`src/rtl/flash_seq_pkg.sv`:
```
package flash_seq_pkg;

  typedef enum logic [1:0] {
    ST_IDLE    = 2'd0,
    ST_STROBE  = 2'd1,
    ST_RECOVER = 2'd2,
    ST_POLL    = 2'd3
  } seq_state_e;

  typedef enum logic {
    SET_X16_ERASE  = 1'b0,
    SET_X8_PROGRAM = 1'b1
  } cmd_set_e;

  localparam int STEP_W = 2;

  // last step index of each sequence
  localparam logic [STEP_W-1:0] ERASE_LAST_STEP = 2'd2;
  localparam logic [STEP_W-1:0] PROG_LAST_STEP  = 2'd3;

  // 16-bit lane command codes
  localparam logic [15:0] X16_STATUS_CLEAR  = 16'h0050;
  localparam logic [15:0] X16_ERASE_ARM     = 16'h0020;
  localparam logic [15:0] X16_ERASE_COMMIT  = 16'h00D0;

  // 8-bit lane command codes
  localparam logic [7:0]  X8_KEY_FIRST      = 8'hAA;
  localparam logic [7:0]  X8_KEY_SECOND     = 8'h55;
  localparam logic [7:0]  X8_WRITE_ARM      = 8'hA0;

  // unlock word offsets
  localparam int KEY_OFS_FIRST  = 'h555;
  localparam int KEY_OFS_SECOND = 'h2AA;

endpackage

```
`src/rtl/lane_replicate.sv`:
```
module lane_replicate #(
  parameter int BUS_W  = 32,
  parameter int LANE_W = 16
) (
  input  logic [LANE_W-1:0] lane_val,
  output logic [BUS_W-1:0]  bus_val
);
  localparam int COPIES = BUS_W / LANE_W;

  for (genvar g = 0; g < COPIES; g++) begin : g_copy
    assign bus_val[g*LANE_W +: LANE_W] = lane_val;
  end
endmodule

```
`src/rtl/flash_cmd_table.sv`:
```
module flash_cmd_table
  import flash_seq_pkg::*;
#(
  parameter int BUS_W  = 32,
  parameter int ADDR_W = 22
) (
  input  cmd_set_e            cmd_set,
  input  logic [STEP_W-1:0]   step,
  input  logic [ADDR_W-1:0]   tgt_addr,
  input  logic [BUS_W-1:0]    tgt_data,
  output logic [ADDR_W-1:0]   cmd_addr,
  output logic [BUS_W-1:0]    cmd_data,
  output logic                last_step
);
  logic [15:0]      half_code;
  logic [7:0]       byte_code;
  logic [BUS_W-1:0] half_bus;
  logic [BUS_W-1:0] byte_bus;

  always_comb begin
    case (step)
      2'd0:    half_code = X16_STATUS_CLEAR;
      2'd1:    half_code = X16_ERASE_ARM;
      default: half_code = X16_ERASE_COMMIT;
    endcase
  end

  always_comb begin
    case (step)
      2'd0:    byte_code = X8_KEY_FIRST;
      2'd1:    byte_code = X8_KEY_SECOND;
      default: byte_code = X8_WRITE_ARM;
    endcase
  end

  lane_replicate #(.BUS_W(BUS_W), .LANE_W(16)) u_rep_half (
    .lane_val (half_code),
    .bus_val  (half_bus)
  );

  lane_replicate #(.BUS_W(BUS_W), .LANE_W(8)) u_rep_byte (
    .lane_val (byte_code),
    .bus_val  (byte_bus)
  );

  always_comb begin
    if (cmd_set == SET_X16_ERASE) begin
      cmd_addr  = tgt_addr;
      cmd_data  = half_bus;
      last_step = (step == ERASE_LAST_STEP);
    end else begin
      case (step)
        2'd0:    cmd_addr = ADDR_W'(KEY_OFS_FIRST);
        2'd1:    cmd_addr = ADDR_W'(KEY_OFS_SECOND);
        2'd2:    cmd_addr = ADDR_W'(KEY_OFS_FIRST);
        default: cmd_addr = tgt_addr;
      endcase
      cmd_data  = (step == PROG_LAST_STEP) ? tgt_data : byte_bus;
      last_step = (step == PROG_LAST_STEP);
    end
  end
endmodule

```
`src/rtl/flash_pulse_timer.sv`:
```
module flash_pulse_timer #(
  parameter int PULSE_CYC = 3,
  parameter int GAP_CYC   = 2,
  localparam int MAX_CYC  = (PULSE_CYC > GAP_CYC) ? PULSE_CYC : GAP_CYC,
  localparam int CNT_W    = $clog2(MAX_CYC + 1)
) (
  input  logic clk,
  input  logic rst_n,
  input  logic en,
  input  logic in_gap,
  output logic phase_end
);
  logic [CNT_W-1:0] cnt_q;
  logic [CNT_W-1:0] cnt_d;
  logic [CNT_W-1:0] limit;

  assign limit     = in_gap ? CNT_W'(GAP_CYC - 1) : CNT_W'(PULSE_CYC - 1);
  assign phase_end = en && (cnt_q == limit);

  always_comb begin
    if (!en || phase_end) cnt_d = '0;
    else                  cnt_d = cnt_q + 1'b1;
  end

  always_ff @(posedge clk or negedge rst_n) begin
    if (!rst_n) cnt_q <= '0;
    else        cnt_q <= cnt_d;
  end
endmodule

```
`src/rtl/flash_lane_status.sv`:
```
module flash_lane_status
  import flash_seq_pkg::*;
#(
  parameter int  BUS_W     = 32,
  localparam int LANES     = BUS_W / 8,
  localparam int X16_LANES = BUS_W / 16
) (
  input  cmd_set_e         cmd_set,
  input  logic [LANES-1:0] lane_ready,
  input  logic [LANES-1:0] lane_fail,
  output logic             all_ready,
  output logic             any_fail
);
  logic [LANES-1:0] active;
  logic [LANES-1:0] ok_vec;
  logic [LANES-1:0] bad_vec;

  for (genvar g = 0; g < LANES; g++) begin : g_lane
    if (g < X16_LANES) begin : g_always
      assign active[g] = 1'b1;
    end else begin : g_wide_only
      assign active[g] = (cmd_set == SET_X8_PROGRAM);
    end
    assign ok_vec[g]  = lane_ready[g] | ~active[g];
    assign bad_vec[g] = lane_fail[g] & active[g];
  end

  assign all_ready = &ok_vec;
  assign any_fail  = |bad_vec;
endmodule

```
`src/rtl/flash_bank_seq.sv`:
```
module flash_bank_seq
  import flash_seq_pkg::*;
#(
  parameter int  BUS_W     = 32,
  parameter int  ADDR_W    = 22,
  parameter int  PULSE_CYC = 3,
  parameter int  GAP_CYC   = 2,
  localparam int LANES     = BUS_W / 8
) (
  input  logic              clk,
  input  logic              rst_n,
  input  logic              req_valid,
  input  logic              req_mode,
  input  logic [ADDR_W-1:0] req_addr,
  input  logic [BUS_W-1:0]  req_data,
  output logic              busy,
  output logic              done,
  output logic              err,
  output logic [ADDR_W-1:0] bus_addr,
  output logic [BUS_W-1:0]  bus_wdata,
  output logic              bus_ce_n,
  output logic              bus_we_n,
  input  logic [LANES-1:0]  lane_ready,
  input  logic [LANES-1:0]  lane_fail
);
  seq_state_e        state_q, state_d;
  logic [STEP_W-1:0] step_q, step_d;
  cmd_set_e          set_q;
  logic [ADDR_W-1:0] addr_q;
  logic [BUS_W-1:0]  data_q;
  logic              done_q, done_d;
  logic              err_q, err_d;
  logic              accept;

  logic              phase_end;
  logic              timer_en;
  logic              in_gap;
  logic [ADDR_W-1:0] cmd_addr;
  logic [BUS_W-1:0]  cmd_data;
  logic              last_step;
  logic              all_ready;
  logic              any_fail;

  assign timer_en = (state_q == ST_STROBE) || (state_q == ST_RECOVER);
  assign in_gap   = (state_q == ST_RECOVER);

  flash_pulse_timer #(.PULSE_CYC(PULSE_CYC), .GAP_CYC(GAP_CYC)) u_timer (
    .clk       (clk),
    .rst_n     (rst_n),
    .en        (timer_en),
    .in_gap    (in_gap),
    .phase_end (phase_end)
  );

  flash_cmd_table #(.BUS_W(BUS_W), .ADDR_W(ADDR_W)) u_table (
    .cmd_set   (set_q),
    .step      (step_q),
    .tgt_addr  (addr_q),
    .tgt_data  (data_q),
    .cmd_addr  (cmd_addr),
    .cmd_data  (cmd_data),
    .last_step (last_step)
  );

  flash_lane_status #(.BUS_W(BUS_W)) u_status (
    .cmd_set    (set_q),
    .lane_ready (lane_ready),
    .lane_fail  (lane_fail),
    .all_ready  (all_ready),
    .any_fail   (any_fail)
  );

  // next-state logic
  always_comb begin
    state_d = state_q;
    step_d  = step_q;
    done_d  = 1'b0;
    err_d   = 1'b0;
    accept  = 1'b0;
    case (state_q)
      ST_IDLE: begin
        if (req_valid) begin
          accept  = 1'b1;
          state_d = ST_STROBE;
          step_d  = '0;
        end
      end
      ST_STROBE: begin
        if (phase_end) state_d = ST_RECOVER;
      end
      ST_RECOVER: begin
        if (phase_end) begin
          if (last_step) begin
            state_d = ST_POLL;
          end else begin
            state_d = ST_STROBE;
            step_d  = step_q + 1'b1;
          end
        end
      end
      ST_POLL: begin
        if (any_fail) begin
          done_d  = 1'b1;
          err_d   = 1'b1;
          state_d = ST_IDLE;
        end else if (all_ready) begin
          done_d  = 1'b1;
          state_d = ST_IDLE;
        end
      end
      default: state_d = ST_IDLE;
    endcase
  end

  // sequencing registers
  always_ff @(posedge clk or negedge rst_n) begin
    if (!rst_n) begin
      state_q <= ST_IDLE;
      step_q  <= '0;
      done_q  <= 1'b0;
      err_q   <= 1'b0;
    end else begin
      state_q <= state_d;
      step_q  <= step_d;
      done_q  <= done_d;
      err_q   <= err_d;
    end
  end

  // request capture, enabled on acceptance
  always_ff @(posedge clk or negedge rst_n) begin
    if (!rst_n) begin
      set_q  <= SET_X16_ERASE;
      addr_q <= '0;
      data_q <= '0;
    end else if (accept) begin
      set_q  <= cmd_set_e'(req_mode);
      addr_q <= req_addr;
      data_q <= req_data;
    end
  end

  assign busy      = (state_q != ST_IDLE);
  assign done      = done_q;
  assign err       = err_q;
  assign bus_ce_n  = (state_q != ST_STROBE);
  assign bus_we_n  = (state_q != ST_STROBE);
  assign bus_addr  = timer_en ? cmd_addr : '0;
  assign bus_wdata = timer_en ? cmd_data : '0;
endmodule

```
`config.mk`:
```
export PLATFORM = sky130hd
export DESIGN_NAME = flash_bank_seq
export DESIGN_NICKNAME = d
export VERILOG_FILES = /design/src/rtl/flash_seq_pkg.sv /design/src/rtl/lane_replicate.sv /design/src/rtl/flash_cmd_table.sv /design/src/rtl/flash_pulse_timer.sv /design/src/rtl/flash_lane_status.sv /design/src/rtl/flash_bank_seq.sv
export SDC_FILE = /design/constraint.sdc
export NUM_CORES = 1
export LEC_CHECK = 0
export BUFFER_PORTS_ARGS = -buffer_cell sky130_fd_sc_hd__buf_2
export CORE_UTILIZATION = 51
export CTS_BUF_LIST = sky130_fd_sc_hd__clkbuf_8
export DETAILED_ROUTE_END_ITERATION = 10
export HOLD_SLACK_MARGIN = 0.08
export MAX_ROUTING_LAYER = met4
export PLACE_DENSITY = 0.83
export SLEW_MARGIN = 20
export SYNTH_ARGS = -nofsm -noshare
export SYNTH_HDL_FRONTEND = slang
export SYNTH_SLANG_ARGS = --single-unit
```
`constraint.sdc`:
```
create_clock -name clk -period 2.4 [get_ports clk]
set_clock_uncertainty 0.2 [all_clocks]
set_input_delay 0.12 -clock clk [delete_from_list [all_inputs] [get_ports clk]]
set_output_delay 0.12 -clock clk [all_outputs]
set_load 0.01 [all_outputs]
```
### Word-level counts from Yosys, hierarchy flattened

Cells that the tools add are included.

| operators by class | value |
|---|---|
| bitwise logic cells | 5 |
| equal/unequal tests | 13 |
| reduce and logical (&&, ||, !) cells | 13 |
| mux-type cells | 29 |
| add/sub/neg operators | 2 |

Operators with widths:

| kind | count |
|---|---|
| two-way mux 32 bit | 3 |
| two-way mux 22 bit | 2 |
| one-hot mux 22 bit (2 select lines) | 1 |
| one-hot mux 8 bit (2 select lines) | 2 |
| two-way mux 2 bit | 11 |
| AND reduction 4 bit | 3 |
| equality test 2 bit, second input constant | 4 |
| two-way mux 1 bit | 8 |
| one-hot mux 2 bit (4 select lines) | 1 |
| inequality test 2 bit, second input constant | 3 |
| adder 2 x 1 -> 2 bit, second input constant | 2 |
| equality test 2 x 1 -> 1 bit, second input constant | 2 |
| logical NOT 2 bit | 2 |
| inequality test 2 x 1 -> 1 bit, second input constant | 2 |
| one-hot mux 2 bit (2 select lines) | 1 |
| nonzero test 2 bit | 2 |
| OR reduction 4 bit | 1 |
| inequality test 3 bit, second input constant | 1 |
| bitwise AND 1 bit | 2 |
| equality test 2 bit | 1 |
| logical OR 1 bit | 2 |
| bitwise OR 1 bit | 2 |
| OR reduction 2 bit | 1 |
| logical AND 1 bit | 1 |
| other kinds (2) | 2 |

| word-level totals | value |
|---|---|
| register bits | 63 |
| input port bits | 66 |
| logic and storage cells | 70 |
| output and inout port bits | 59 |

### Depth between registers and ports, before layout

Gate-level depths: netlist of run 1.

| depth | value |
|---|---|
| depth after elaboration | 6 |
| mapped depth | 7 |
| mapped depth without buffers | 6 |

### Cells and area by module

A second synthesis of run 1 with hierarchy kept.

| unflattened totals | value |
|---|---|
| cell total of the unflattened synthesis | 486 |
| area, all modules | 4638.2 um^2 |

By module, submodules not included:

| module | times used | cells each | sequential area each (um^2) | area each (um^2) |
|---|---|---|---|---|
| flash_bank_seq | 1 | 214 | 1526.5 | 2793.9 |
| flash_cmd_table | 1 | 192 | 0.0 | 1236.2 |
| lane_replicate | 2 | 32 | 0.0 | 240.2 |
| flash_pulse_timer | 1 | 10 | 50.0 | 98.8 |
| flash_lane_status | 1 | 6 | 0.0 | 28.8 |

### Least setup slack after synthesis of run 1

OpenSTA, ideal clock, no wires.

| timing path | value |
|---|---|
| path kind | register -> register |
| start | register state_q[0] |
| end | register state_q[0] |
| path buffers | 1 |
| data required time | 2.121 ns |
| setup time | 0.079 ns |
| period minus slack after synthesis | 1.782 ns |
| slack | 0.618 ns |
| arrival | 1.503 ns |
| cell stages (with the launch flop) | 8 |
| cell sequence | dfrtp_1 inv_1 ha_1 buf_2 nand3b_1 a2bb2oi_2 and3_1 mux2i_1 |

| between the ends | value |
|---|---|
| word-level cells in the longest chain between the ends | 6 |
| elaborated cells between the ends (all ways) | 14 |
| classes of those cells | eq/ne: 8; mux: 2; reduce/logical: 4 |

RTL lines:

| item | RTL line | text |
|---|---|---|
| start: declaration | flash_bank_seq.sv:26 | `seq_state_e state_q, state_d;` |
| start signal: assignment | flash_bank_seq.sv:123 | `state_q <= state_d;` |
| equality test 2 bit | flash_bank_seq.sv:44, flash_bank_seq.sv:45, flash_bank_seq.sv:80 |  |
| two-way mux 2 bit | flash_pulse_timer.sv:17 | `assign limit = in_gap ? CNT_W'(GAP_CYC - 1) : CNT_W'(PULSE_CYC - 1);` |
| equality test 2 bit | flash_pulse_timer.sv:18 | `assign phase_end = en && (cnt_q == limit);` |
| logical AND 1 bit | flash_pulse_timer.sv:18 |  |
| inequality test 2 bit (no line) or inequality test 2 x 1 -> 1 bit (tied branches) | - |  |
| AND reduction 4 bit (no line) | - |  |

Several ways; a longest one is shown, not always the timed one.
A chain may end at the register's enable or synchronous reset.

### Final worst setup path of run 1

| timing path | value |
|---|---|
| start | register state_q[1] |
| end | output port bus_wdata[2] |

| between the ends | value |
|---|---|
| word-level cells in the longest chain between the ends | 3 |
| elaborated cells between the ends (all ways) | 4 |
| classes of those cells | eq/ne: 2; mux: 1; reduce/logical: 1 |

RTL lines:

| item | RTL line | text |
|---|---|---|
| equality test 2 x 1 -> 1 bit or equality test 2 bit (tied branches) | flash_bank_seq.sv:44 | `assign timer_en = (state_q == ST_STROBE) \|\| (state_q == ST_RECOVER);` |
| logical OR 1 bit (*) | flash_bank_seq.sv:44 |  |
| two-way mux 32 bit (*) | flash_bank_seq.sv:149 | `assign bus_wdata = timer_en ? cmd_data : '0;` |
| end: declaration | flash_bank_seq.sv:20 | `output logic [BUS_W-1:0] bus_wdata,` |

Every way passes the cells marked *; elsewhere a longest branch is shown, timed or not.

==> results.py, run 1 <==
metrics = {
    "floorplan": {
        "rows": 28,
        "dieArea_um2": 6680,
        "core_area_um2": 6030,
        "ios": 125,
        "die_x_um": 81.7,
        "die_h_um": 81.7,
        "start_util": 0.538,
    },
    "final_layout": {
        "stdcell_count": 562,
        "multi_input_area_um2": 1490,
        "finalNetCount": 560,
        "final_common_cell": "buf_2",
        "nFillCells": 345,
        "areaGrowthSynthToFinish_pct": 47.7,
        "layout_common_cells": "124 x buf_2, 65 x dlygate4sd3_1, 63 x dfrtp_1, 55 x mux2_2, 33 x a21oi_1",
        "post-route-cell-area_um2": 4790,
        "seq_area_um2": 1580,
        "drive_gt1_frac": 0.439,
        "antenna_cells": 0,
    },
    "place": {
        "routabilityCongestion": 0.778,
        "dp_cells": 481,
        "hpwlAfterDp_mm": 5.51,
        "dpl-instance-area_um2": 3930,
        "io_buffers": 124,
    },
    "detailed_routing": {
        "firstDrtPassIters": 4,
        "viasPerCell": 5.44,
        "wl_per_cell_um": 17.6,
        "drc": 0,
        "vias": 3056,
        "ant_nets": 0,
        "drt_iter0_markers": 144,
        "drt-total-wl_mm": 9.91,
    },
    "synthesis": {
        "synthDistinctLibCells": 34,
        "syn-cell-area_um2": 3240,
        "syn_nets": 370,
        "synth_edf_count": 0,
        "avgSynthCellArea_um2": 11.1,
        "yosys_most_used_dff": "dfrtp_1",
        "synth_seq_area_share": 0.486,
        "async_flop_share": 1.00,
        "synth-seq-cells": 63,
        "postSynthCellCount": 293,
        "yosysWarningCount": 0,
    },
    "pwr": {
        "peakVddDrop_uv": 892,
        "finalPower_mw": 6.23,
        "cellPowerDensity_nw_per_um2": 1300,
        "power_leakage_nw": 2.49,
    },
    "setup_path": {
        "reg2reg_to": "state_q[0]",
        "startpoint": "state_q[1]",
        "ff2ff_path_depth": 7,
        "r2r-start": "state_q[1]",
        "rrSetupSlack_ps": 320,
        "criticalPathCategory": "flop to output pin",
        "path_max_fanout": 12,
        "end_kind": "output pin",
        "startpoint_type": "flop",
        "worstPathRequired_ps": 2080,
        "cp_data_arrival_time_ps": 2010,
    },
    "clocking": {
        "root_buffer": "clkbuf_8",
        "clkLatencyLatePin_ps": 350,
        "htree_levels": 3,
        "clk_pin_slew_ps": 60,
        "cts_buffers": 9,
        "clock_path_buffers": 2,
        "cts_tree": "yes",
        "clock_sinks": 63,
    },
    "hold_path": {
        "hold_path.class": "primary input to flop",
        "min_delay_path_depth": 4,
        "min_from": "req_valid",
        "hold_end": "step_q[0]",
    },
    "global_routing": {
        "grt_pass1_vias": 3152,
        "grt_max_degree": 36,
        "grt_antenna_before_repair": 0,
        "grt_usage": 0.307,
        "overflow": 0,
        "grt_pass1_wl_mm": 14.5,
    },
    "timing": {
        "hold_viol": 0,
        "fmax_ghz": 0.429,
        "worstMarginPinSlew_ps": 701,
        "final-setup-viol-count": 0,
        "period_share": 0.971,
        "slew_headroom": 0.533,
        "fin_crit_ps": 2330,
        "slew_violations": 0,
    },
    "status": {
        "status": "complete, no violations",
    },
    "flow_run": {
        "drv_cap": 0,
    },
}
==> cell usage after synthesis, drive strengths merged, types with 2 or more instances <==
| cell type | instances | area, µm² |
|---|---|---|
| a21boi | 9 | 71.3 |
| a21o | 6 | 45.0 |
| a21oi | 34 | 170 |
| and2 | 3 | 21.3 |
| and3 | 12 | 75.1 |
| buf | 11 | 63.8 |
| clkbuf | 7 | 26.3 |
| dfrtp | 63 | 1580 |
| ha | 11 | 138 |
| inv | 28 | 105 |
| mux2 | 56 | 634 |
| mux2i | 4 | 40.0 |
| nand2 | 19 | 76.3 |
| nand3 | 2 | 10.0 |
| nand3b | 2 | 15.0 |
| nor2 | 9 | 33.8 |
| nor2b | 2 | 12.5 |
| o211ai | 3 | 22.5 |
| o21ai | 4 | 20.0 |
==> flip-flops by register name (all words and copies together), names as in the netlist <==
signal,flops
addr_q,22
data_q,32
done,1
err,1
set_q,1
state_q,2
step_q,2
u_timer.cnt_q,2
==> worst max-delay path, cell delays in order, from the launching register on <==
cell and delay (ps):
dfrtp_1 410, inv_1 120, ha_2 430, o211ai_1 140, buf_4 240, a21oi_2 160, buf_2 160
==> cell type report <==
type,instances,area share
sequential,63,0.329
multi-input combinational,184,0.310
timing repair buffer,197,0.283
clock buffer,11,0.0316
inverter,28,0.0219
tap,75,0.0196
clock inverter,4,0.00470
==> per-stage QoR <==
step | hold slack [ps] | worst slack [ps] | util | setup TNS, ps
finish | 148 | 69.3 | 0.795 | 0
global route | 150 | -42.0 | 0.795 | -97.1
CTS | 139 | 1.17 | 0.791 | 0
detailed placement | -1.22 | 165 | 0.652 | 0
global placement | -8.41 | 324 | 0.652 | 0
floorplan | -376 | 618 | - | 0
==> where the power goes <==
group | switching [mW] | internal (mW)
Sequential | 0.354 | 1.60
Combinational | 1.81 | 1.63
Clock | 0.415 | 0.420
==> cell families after synthesis <==
logic type | share of synthesized area
flops | 0.486
buf+inv | 0.0602
compound gates | 0.112
fa+ha+maj | 0.0425
mux | 0.208
simple gates | 0.0915
==> what timing repair did <==
action                     in CTS  in global routing
hold buffers                   65                  0
pin swaps                       1                  1
resized for setup               2                  8
buffers inserted                1                  0
setup endpoints to repair      19                 21
hold endpoints to repair       86                  0
==> routing by layer <==
metal	track usage	share of wire	vias up
met2	0.536	0.53	155
met1	0.312	0.36	1470
met3	0.0633	0.059	51
met5	-	0	-
li1	-	-	1380
met4	0.196	0.054	0
==> worst max-delay path by stage <==
stage | endpoint | cells past startpoint
2_1_floorplan | state_q[0] | 7
4_1_cts | bus_addr[4] | 6
3_3_place_gp | bus_wdata[28] | 5
3_5_place_dp | bus_wdata[16] | 5
5_1_grt | bus_wdata[2] | 6
6_report | bus_wdata[2] | 6
(Power assumes the default switching activity.)
==> inputs of run 2 (changes only) <==
RECOVER_POWER = 25   (was unset)
==> run 2 against run 1 <==
  * The flow now finishes with violations (max-capacitance violations, max-slew violations)
  * Highest routed layer unchanged
  * Power down 0.11%
  * Largest cell class unchanged
  * Maximum frequency fell by 0.34%
  * Register-to-register slack barely moved
  * Flip-flop and latch count unchanged
==> results.py, run 2 (synthesis results as in run 1) <==
metrics = {
    "detailed_routing": {
        "wl_met3_um": 591,
        "viasPerCell": 5.47,
        "wl_per_cell_um": 17.6,
        "ant_nets": 0,
        "drt_iter0_markers": 115,
        "drt-total-wl_mm": 9.91,
        "wl_met1_mm": 3.57,
        "highest_layer": "met4",
        "drc": 0,
        "firstDrtPassIters": 4,
        "vias": 3075,
        "wl_met2_mm": 5.18,
    },
    "final_layout": {
        "regMostFlops": "data_q",
        "nFillCells": 347,
        "stdcell_count": 562,
        "postLayoutCoreUtil": 0.794,
        "layout_common_cells": "121 x buf_2, 65 x dlygate4sd3_1, 63 x dfrtp_1, 55 x mux2_2, 33 x a21oi_1",
        "areaGrowthSynthToFinish_pct": 47.6,
        "finalNetCount": 560,
        "final_common_cell": "buf_2",
        "drive_gt1_frac": 0.433,
        "antenna_cells": 0,
        "top_regs": "data_q x32, addr_q x22",
        "largest_register_ff_count": 32,
    },
    "setup_path": {
        "cp_data_arrival_time_ps": 2020,
        "rrSetupSlack_ps": 310,
        "startpoint": "state_q[1]",
        "end_kind": "output pin",
        "ff2ff_path_depth": 7,
        "crit_chain": "inv_1 > ha_2 > buf_6 > and2_2 > a21o_1 > buf_2",
        "worstPathRequired_ps": 2080,
        "startpoint_type": "flop",
        "criticalPathCategory": "flop to output pin",
        "critPathSlowestCell": "ha_2",
        "cpPeakStageDelay_ps": 430,
        "path_max_fanout": 21,
        "reg2reg_to": "state_q[0]",
        "r2r-start": "state_q[1]",
    },
    "floorplan": {
        "die_h_um": 81.7,
        "core_area_um2": 6030,
        "dieArea_um2": 6680,
        "start_util": 0.538,
        "rows": 28,
        "die_x_um": 81.7,
        "ios": 125,
    },
    "hold_path": {
        "min_from": "req_valid",
        "hold_end": "step_q[0]",
        "hold_path.class": "primary input to flop",
        "min_delay_path_depth": 4,
    },
    "timing": {
        "fin_crit_ps": 2340,
        "hold_ws_ps": 146,
        "worstMarginPinSlew_ps": 1690,
        "hold_viol": 0,
        "slew_violations": 29,
        "worst_slack_ps": 61.3,
        "slew_headroom": -0.125,
        "period_share": 0.974,
        "fmax_ghz": 0.428,
        "final-setup-viol-count": 0,
    },
    "clocking": {
        "cts_buffers": 9,
        "clock_path_buffers": 2,
        "clkLatencyLatePin_ps": 350,
        "cts_tree": "yes",
        "clk_pin_slew_ps": 70,
        "root_buffer": "clkbuf_8",
        "htree_levels": 3,
        "clock_sinks": 63,
    },
    "global_routing": {
        "overflow": 0,
        "grt_usage": 0.307,
        "grt_max_degree": 36,
        "grt_pass1_wl_mm": 14.5,
        "grt_antenna_before_repair": 0,
        "grt_pass1_vias": 3152,
    },
    "pwr": {
        "cellPowerDensity_nw_per_um2": 1300,
        "peakVddDrop_uv": 892,
        "finalPower_mw": 6.23,
        "power_leakage_nw": 2.48,
    },
    "place": {
        "detailedPlace.worstSlack_ps": 165,
        "io_buffers": 124,
        "routabilityCongestion": 0.778,
        "dp_cells": 481,
        "hpwlAfterDp_mm": 5.51,
    },
    "flow_run": {
        "drv_cap": 1,
    },
    "status": {
        "violations": "max-capacitance violations, max-slew violations",
        "status": "finished with violations",
    },
}
run 2: cell count changes in the layout (fill, tap and decap cells not counted), sizes merged:
| cell | delta |
|---|---|
| buf | -3 |
| clkbuf | +3 |
run 2: worst max path at each step:
stage,end
2_1_floorplan,state_q[0]
3_3_place_gp,bus_wdata[28]
3_5_place_dp,bus_wdata[16]
4_1_cts,bus_addr[4]
5_1_grt,bus_wdata[2]
6_report,bus_addr[6]
run 2: routing by layer:
metal	vias to the layer above	global-route usage
li1	1384	-
met1	1482	0.312
met2	153	0.536
met3	56	0.0633
met4	0	0.196
met5	-	-
run 2: area by class of cell:
class                      instances  area [µm²]  share of cell area
sequential                        63        1580               0.329
multi-input combinational        184        1490               0.310
timing repair buffer             197        1350               0.282
clock buffer                      11         151              0.0316
inverter                          28         105              0.0220
tap                               75        93.8              0.0196
clock inverter                     4        22.5             0.00471
run 2: power by group:
| part | total, mW | internal, mW | switching [mW] | leakage (nW) |
|---|---|---|---|---|
| Clock | 0.833 | 0.420 | 0.414 | 0.0964 |
| Sequential | 1.96 | 1.60 | 0.356 | 0.752 |
| Combinational | 3.43 | 1.63 | 1.81 | 1.63 |
run 2: per-stage QoR:
stage	instance area, µm²	TNS [ps]
floorplan	3240	0
global placement	3930	0
detailed placement	3930	0
CTS	4770	0
global route	4790	-97.1
finish	4790	0
run 2: critical path, delay by kind of cell (launching register included):
family	cells	cell delay, ps
AOI/OAI and AO/OA	1	140
DFF	1	420
and+or+nand+nor	1	230
buffers and inverters	3	450
adders and majority gates	1	430
run 2: repair_timing:
action | CTS | global route
pin swaps | 1 | 1
gates resized for setup | 2 | 8
buffers inserted | 1 | 0
endpoints found under the setup margin | 19 | 21
hold endpoints to repair | 86 | 0
hold buffers | 65 | 0
